**src/rtl/eia_pkg.sv**
```systemverilog
package eia_pkg;
  localparam int REG_AW       = 2;
  localparam int CTRL_REQ_BIT = 0;
  localparam int CTRL_LVL_LSB = 1;

  typedef enum logic [REG_AW-1:0] {
    RA_PEND  = 2'd0,
    RA_MASK  = 2'd1,
    RA_CTRL  = 2'd2,
    RA_SPARE = 2'd3
  } reg_addr_e;
endpackage

```
**src/rtl/eia_src_bank.sv**
```systemverilog
module eia_src_bank #(
  parameter int N_SRC = 8
) (
  input  logic             clk,
  input  logic             rst,
  input  logic [N_SRC-1:0] evt_i,
  input  logic             clr_we_i,
  input  logic [N_SRC-1:0] clr_keep_i,
  input  logic             mask_we_i,
  input  logic [N_SRC-1:0] mask_data_i,
  output logic [N_SRC-1:0] pend_o,
  output logic [N_SRC-1:0] mask_o,
  output logic [N_SRC-1:0] live_o
);
  for (genvar i = 0; i < N_SRC; i++) begin : g_src
    logic pend_q;
    logic mask_q;

    always_ff @(posedge clk) begin
      if (rst) begin
        pend_q <= 1'b0;
      end else if (evt_i[i]) begin
        pend_q <= 1'b1;
      end else if (clr_we_i && !clr_keep_i[i]) begin
        pend_q <= 1'b0;
      end
    end

    always_ff @(posedge clk) begin
      if (rst) begin
        mask_q <= 1'b0;
      end else if (mask_we_i) begin
        mask_q <= mask_data_i[i];
      end
    end

    assign pend_o[i] = pend_q;
    assign mask_o[i] = mask_q;
    assign live_o[i] = pend_q & mask_q;
  end
endmodule

```
**src/rtl/eia_hold_timer.sv**
```systemverilog
module eia_hold_timer #(
  parameter int HOLD_CYC = 5
) (
  input  logic clk,
  input  logic rst,
  input  logic load_i,
  output logic active_o
);
  localparam int CNT_W = $clog2(HOLD_CYC + 1);
  localparam logic [CNT_W-1:0] CNT_INIT = CNT_W'(HOLD_CYC);

  logic [CNT_W-1:0] cnt_q;

  always_ff @(posedge clk) begin
    if (rst) begin
      cnt_q <= '0;
    end else if (load_i) begin
      cnt_q <= CNT_INIT;
    end else if (cnt_q != '0) begin
      cnt_q <= cnt_q - 1'b1;
    end
  end

  assign active_o = (cnt_q != '0);
endmodule

```
**src/rtl/eia_prio_gate.sv**
```systemverilog
module eia_prio_gate #(
  parameter int LVL_W = 3
) (
  input  logic             clk,
  input  logic             rst,
  input  logic             req_i,
  input  logic [LVL_W-1:0] lvl_i,
  input  logic [LVL_W-1:0] ipl_i,
  output logic             irq_o
);
  logic above;
  logic irq_q;

  assign above = (lvl_i != '0) && (lvl_i > ipl_i);

  always_ff @(posedge clk) begin
    if (rst) begin
      irq_q <= 1'b0;
    end else begin
      irq_q <= req_i && above;
    end
  end

  assign irq_o = irq_q;
endmodule

```
**src/rtl/eia_irq_merge.sv**
```systemverilog
module eia_irq_merge
  import eia_pkg::*;
#(
  parameter int N_SRC    = 8,
  parameter int LVL_W    = 3,
  parameter int DATA_W   = 8,
  parameter int HOLD_CYC = 5
) (
  input  logic              clk,
  input  logic              rst,
  input  logic [N_SRC-1:0]  evt_i,
  input  logic              ack_i,
  input  logic [LVL_W-1:0]  ipl_i,
  input  logic              reg_wr_i,
  input  logic              reg_rd_i,
  input  logic [REG_AW-1:0] reg_addr_i,
  input  logic [DATA_W-1:0] reg_wdata_i,
  output logic [DATA_W-1:0] reg_rdata_o,
  output logic              req_o,
  output logic              irq_o
);
  localparam int LVL_MSB = CTRL_LVL_LSB + LVL_W - 1;

  reg_addr_e         addr_e;
  logic              wr_pend, wr_mask, wr_ctrl, hold_load, hold_active;
  logic [N_SRC-1:0]  pend_w, mask_w, live_w;
  logic [LVL_W-1:0]  lvl_q;
  logic [DATA_W-1:0] rd_mux, rdata_q;
  logic              unused_ack;

  assign unused_ack = ack_i;
  assign addr_e     = reg_addr_e'(reg_addr_i);
  assign wr_pend    = reg_wr_i && (addr_e == RA_PEND);
  assign wr_mask    = reg_wr_i && (addr_e == RA_MASK);
  assign wr_ctrl    = reg_wr_i && (addr_e == RA_CTRL);
  assign hold_load  = wr_ctrl && !reg_wdata_i[CTRL_REQ_BIT];

  eia_src_bank #(.N_SRC(N_SRC)) u_bank (
    .clk         (clk),
    .rst         (rst),
    .evt_i       (evt_i),
    .clr_we_i    (wr_pend),
    .clr_keep_i  (reg_wdata_i[N_SRC-1:0]),
    .mask_we_i   (wr_mask),
    .mask_data_i (reg_wdata_i[N_SRC-1:0]),
    .pend_o      (pend_w),
    .mask_o      (mask_w),
    .live_o      (live_w)
  );

  eia_hold_timer #(.HOLD_CYC(HOLD_CYC)) u_hold (
    .clk      (clk),
    .rst      (rst),
    .load_i   (hold_load),
    .active_o (hold_active)
  );

  always_ff @(posedge clk) begin
    if (rst) begin
      lvl_q <= '0;
    end else if (wr_ctrl) begin
      lvl_q <= reg_wdata_i[LVL_MSB:CTRL_LVL_LSB];
    end
  end

  assign req_o = (|live_w) && !hold_active;

  eia_prio_gate #(.LVL_W(LVL_W)) u_gate (
    .clk   (clk),
    .rst   (rst),
    .req_i (req_o),
    .lvl_i (lvl_q),
    .ipl_i (ipl_i),
    .irq_o (irq_o)
  );

  always_comb begin
    rd_mux = '0;
    unique case (addr_e)
      RA_PEND: rd_mux[N_SRC-1:0] = pend_w;
      RA_MASK: rd_mux[N_SRC-1:0] = mask_w;
      RA_CTRL: begin
        rd_mux[CTRL_REQ_BIT]          = req_o;
        rd_mux[LVL_MSB:CTRL_LVL_LSB] = lvl_q;
      end
      default: rd_mux = '0;
    endcase
  end

  always_ff @(posedge clk) begin
    if (rst) begin
      rdata_q <= '0;
    end else if (reg_rd_i) begin
      rdata_q <= rd_mux;
    end
  end

  assign reg_rdata_o = rdata_q;
endmodule

```
**config.mk**
```make
export PLATFORM = sky130hd
export DESIGN_NAME = eia_irq_merge
export DESIGN_NICKNAME = d
export VERILOG_FILES = /design/src/rtl/eia_pkg.sv /design/src/rtl/eia_src_bank.sv /design/src/rtl/eia_hold_timer.sv /design/src/rtl/eia_prio_gate.sv /design/src/rtl/eia_irq_merge.sv
export SDC_FILE = /design/constraint.sdc
export NUM_CORES = 1
export LEC_CHECK = 0
export ABC_AREA = 1
export BUFFER_PORTS_ARGS = -buffer_cell sky130_fd_sc_hd__buf_2
export CAP_MARGIN = 10
export CORE_UTILIZATION = 55
export DETAILED_ROUTE_END_ITERATION = 16
export HOLD_SLACK_MARGIN = 0.02
export PLACE_DENSITY_LB_ADDON = 0.25
export SLEW_MARGIN = 20
export SYNTH_ARGS = -nofsm -noshare
export SYNTH_HDL_FRONTEND = slang
export SYNTH_SLANG_ARGS = --single-unit
export TNS_END_PERCENT = 100
```
**constraint.sdc**
```tcl
create_clock -name clk -period 2.9 [get_ports clk]
set_input_delay 0.29 -clock clk [delete_from_list [all_inputs] [get_ports clk]]
set_output_delay 0.29 -clock clk [all_outputs]
set_load 0.005 [all_outputs]
```
Word-level counts from Yosys, hierarchy flattened:

Cells that the tools add are included.

* add/sub/neg operators: 1
* multiply operators: 0
* divide/modulo/power cells: 0
* magnitude comparators: 1
* equal/unequal tests: 2
* shift-type cells: 0
* muxes and demuxes: 20
* bitwise operators: 8
* reduce and logical (&&, ||, !) cells: 38

Operators with widths (number)
* nonzero test 2 bit: 9
* two-way mux 1 bit: 16
* logical AND 1 bit: 15
* one-hot mux 4 bit (3 select lines): 1
* logical NOT 1 bit: 9
* AND 1 bit: 8
* one-hot mux 4 bit (2 select lines): 1
* OR reduction 8 bit: 1
* two-way mux 3 bit: 2
* nonzero test 3 bit: 2
* greater-than comparator 3 bit: 1
* subtractor 3 x 1 -> 3 bit (second input constant): 1
* equality test 2 x 1 -> 1 bit (second input constant): 1
* equality test 2 bit (second input constant): 1
* logical NOT 2 bit: 1
* OR reduction 2 bit: 1

* bits in registers: 31
* latch bits: 0
* bits in writable memories: 0
* ROM bits: 0
* input bits: 26
* output and inout bits: 10
* word-level logic and storage cells: 91
* memories kept: 0

Logic depth before layout (Yosys ltp):

* word-level depth: 5
* depth in mapped cells: 8
* mapped depth without buffers: 8

By module:

Synthesis repeated with hierarchy kept, for this count alone.

* cells, all modules: 265
* area, all modules: 1815.5 um2

By module, submodules not included
* eia_src_bank: times used 1, cells an instance 117, area each 872.1 um2, sequential area each 320.3 um2
* eia_irq_merge: times used 1, cells an instance 101, area each 644.4 um2, sequential area each 220.2 um2
* eia_hold_timer: times used 1, cells an instance 27, area each 178.9 um2, sequential area each 60.1 um2
* eia_prio_gate: times used 1, cells an instance 20, area each 120.1 um2, sequential area each 20.0 um2

Worst setup path before layout:

Ideal clock, no wire load.

* path type: reg-to-output
* start point: reg u_hold.cnt_q[0]
* end point: out req_o
* data arrival time: 1.035 ns
* data required time: 2.610 ns
* setup slack: 1.575 ns
* cell stages (with the launch flop): 7
* buffers on the path: 1
* cell sequence: dfxtp_1 inv_1 ha_1 ha_1 clkbuf_1 nand2_1 inv_1

* cells in the longest elaborated chain, start to end: 3

Ends and longest elaborated chain
* start: declaration: line eia_hold_timer.sv:12 `logic [CNT_W-1:0] cnt_q;`
* start signal: assignment: line eia_hold_timer.sv:20 `cnt_q <= cnt_q - 1'b1;`
* nonzero test 3 bit: line eia_hold_timer.sv:24 `assign active_o = (cnt_q != '0);`
* logical NOT 1 bit: line eia_irq_merge.sv:66 `assign req_o = (|live_w) && !hold_active;`
* logical AND 1 bit: line eia_irq_merge.sv:66
* end: declaration: line eia_irq_merge.sv:19 `output logic req_o,`

Every way passes these cells.

Worst setup path after layout:

Ends and elaborated chain as after synthesis.

==> impl_metrics.env <==
export IMPL_outcome="completed"
export IMPL_endpoint_kind="output pin"
export IMPL_grt_use_total_pct=25.5
export IMPL_synth_seq_cells=31
export IMPL_synth_area_um2=1430
export IMPL_grt_overflow_total=0
export IMPL_slew_violations=0
export IMPL_hp_class="input pin to register"
export IMPL_grt_pass1_wl_mm=4.95
export IMPL_antenna_found_initial=0
export IMPL_clock_skew_ns=0.00485
export IMPL_start_util_pct=58.1
export IMPL_critPathMaxStageDelay_ns=0.35
export IMPL_die_area_um2=2800
export IMPL_reg2reg_depth=5
export IMPL_setup_tns_ns=0
export IMPL_tightest_slew_ns=0.515
export IMPL_min_period_ns=1.81
export IMPL_nets=262
export IMPL_htree_levels=2
export IMPL_gp_congestion=0.812
export IMPL_clk_latency_ns=0.33
export IMPL_nFillCells=219
export IMPL_numPortBuffers=34
export IMPL_grt_max_degree=18
export IMPL_critical_path_class="register to output pin"
export IMPL_synth_top_cells_by_count="38 x nand2_1, 35 x inv_1, 31 x dfxtp_1"
export IMPL_die_x_um=52.9
export IMPL_synth_seq_area_share_pct=43.5
export IMPL_cts_setup_buffers=0
export IMPL_core_area_um2=2450
export IMPL_cp_slowest_cell="dfxtp_1"
export IMPL_yosysMostFrequentCell="nand2_1"
export IMPL_postCtsResizedCells=0
export IMPL_num_rows=18
export IMPL_crit_path_end="req_o"
export IMPL_clkTransAtPathRegs_ns=0.09
export IMPL_syn_area_per_cell_um2=7.31
export IMPL_path_max_fanout=7
export IMPL_ys_warn_count=0
export IMPL_drive_gt1_share_pct=20.9
export IMPL_leakagePower_uw=0.000825
export IMPL_synthCells=195
export IMPL_synth_area_leaders="dfxtp_1 44%, nand2_1 10%, inv_1 9.2%, a21oi_1 8.8%, o21ai_0 7.7%"
export IMPL_viasPerCell=5.12
export IMPL_period_share_pct=62.4
export IMPL_cts_buffers=5
export IMPL_required_ns=2.61
export IMPL_drv_cap=0
export IMPL_synth_edf_count=0
export IMPL_synth_top_cell_area_share_pct=43.5
export IMPL_cts_root_buffer="clkbuf_4"
export IMPL_crit_path_start="u_hold.cnt_q[0]"
export IMPL_worstPathCellList="inv_1, ha_1, ha_1, nand2_1, inv_1, buf_2"
export IMPL_fmax_ghz=0.552
export IMPL_first_pass_iters=5
export IMPL_grt_pass1_vias=1184
export IMPL_rr_startpoint="u_hold.cnt_q[0]"
export IMPL_hold_buffers=0
export IMPL_wl_mm=3.11
export IMPL_cp_arrival_ns=1.52
export IMPL_place_ws_ns=1.44
export IMPL_io_pins=36
export IMPL_ir_drop_uv=413
export IMPL_wl_per_cell_um=11.9
export IMPL_hold_violations=0
export IMPL_cts_tree="done"
export IMPL_synth_distinct_cells=21
export IMPL_instances_no_fill=260
export IMPL_finalSetupViolations=0
export IMPL_num_vias=1331
export IMPL_start_kind="register"
export IMPL_stdcell_area_um2=1660
export IMPL_powerDensity_nw_per_um2=580
export IMPL_area_growth_pct=16.6
export IMPL_rrSetupSlack_ns=1.51
export IMPL_rsz0062_at_grt="false"
export IMPL_placed_area_um2=1610
export IMPL_synthFlopType="dfxtp_1"
export IMPL_dp_cells=253
export IMPL_drc=0
export IMPL_yosysTopAreaCell="dfxtp_1"
export IMPL_setup_ws_ns=1.09
export IMPL_drt_iter0_drc=33
export IMPL_cts_buffer_depth=2
export IMPL_relSlewSlack_pct=65.6
export IMPL_postRouteAntennaNets=0
export IMPL_synth_nets=227
export IMPL_num_antenna_cells=0
export IMPL_timing_rr_end="u_hold.cnt_q[2]"
export IMPL_hpwl_mm=2.30
export IMPL_async_reset_ff_share_pct=0
export IMPL_die_h_um=52.9
export IMPL_cts_sinks=31
## how the worst min path moves through the flow
stage / from / to / slack [ns] / depth (start not counted)
after CTS: evt_i[5] / u_bank.g_src[5].pend_q / 0.17 / 3
after global placement: u_bank.g_src[6].mask_q / u_bank.g_src[6].mask_q / 0.45 / 2
final: evt_i[3] / u_bank.g_src[3].pend_q / 0.18 / 3
after floorplan: evt_i[0] / u_bank.g_src[0].pend_q / 0.42 / 2
after global routing: evt_i[2] / u_bank.g_src[2].pend_q / 0.17 / 3
after detailed placement: reg_rdata_o[1] / reg_rdata_o[1] / 0.45 / 2
## metrics by stage
| step | hold WS [ns] | total power, µW | utilization (%) |
|---|---|---|---|
| 2_1_floorplan | 0.424 | 647 | - |
| 3_3_place_gp | 0.452 | 695 | 65.4 |
| 3_5_place_dp | 0.453 | 719 | 65.4 |
| 4_1_cts | 0.175 | 969 | 67.7 |
| 5_1_grt | 0.170 | 1020 | 67.7 |
| 6_report | 0.179 | 963 | 67.7 |
## kinds of logic (layout without fill, tap and decap cells)
logic type / Yosys count / count (layout) / share of synthesized area, %
buffers and inverters: 43 / 78 / 12.0
AND/OR/NAND/NOR: 58 / 58 / 16.6
adder cells (fa/ha/maj): 6 / 6 / 5.27
AO/OA/AOI/OAI: 56 / 56 / 21.9
XOR/XNOR: 1 / 1 / 0.615
flip-flops: 31 / 31 / 43.5
## final cells by class
type / count / area, µm² / share of cell area, %
Clock inverter: 1 / 5.00 / 0.301
Timing Repair Buffer: 34 / 170 / 10.2
Sequential cell: 31 / 621 / 37.3
Tap cell: 30 / 37.5 / 2.26
Inverter: 37 / 144 / 8.66
Clock buffer: 6 / 51.3 / 3.09
Multi-Input combinational cell: 121 / 633 / 38.1
## routing by layer
| layer | GRT usage, % | part of all wire [%] | vias to the layer above |
|---|---|---|---|
| met4 | 13.6 | 2.7 | 0 |
| met3 | 6.32 | 5.4 | 9 |
| li1 | - | - | 694 |
| met2 | 45.1 | 50 | 37 |
| met1 | 27.5 | 42 | 591 |
| met5 | 0 | 0 | - |
## report_power, final
| group | switching [µW] | internal (µW) | total (µW) |
|---|---|---|---|
| Sequential | 23.1 | 466 | 489 |
| Clock | 142 | 112 | 254 |
| Combinational | 130 | 89.9 | 220 |
## state kept, by name (all words and copies together), names as in the netlist
signal	count
u_gate.irq_o	1
u_bank.g_src.mask_q	8
u_hold.cnt_q	3
lvl_q	3
reg_rdata_o	8
u_bank.g_src.pend_q	8
## critical path: cells and delay by family (launching register included)
family                   cells  cell delay [ns]
AND/OR/NAND/NOR              1             0.13
flip-flops                   1             0.35
buffers and inverters        3             0.21
adder cells (fa/ha/maj)      2             0.50
## cell usage in the layout, fill, tap and decap left out, types with 2 or more instances in the layout
master,synthesis,routed
nor2_1,11,11
clkbuf_4,0,5
o221ai_1,6,6
nand2_2,2,2
nor3_1,2,2
o21ai_0,22,22
ha_1,6,6
dfxtp_1,31,31
nand3_1,3,3
a21oi_1,25,25
inv_1,35,35
buf_2,4,34
nand2_1,38,38
No activity file was read; power rests on OpenSTA's default activity.
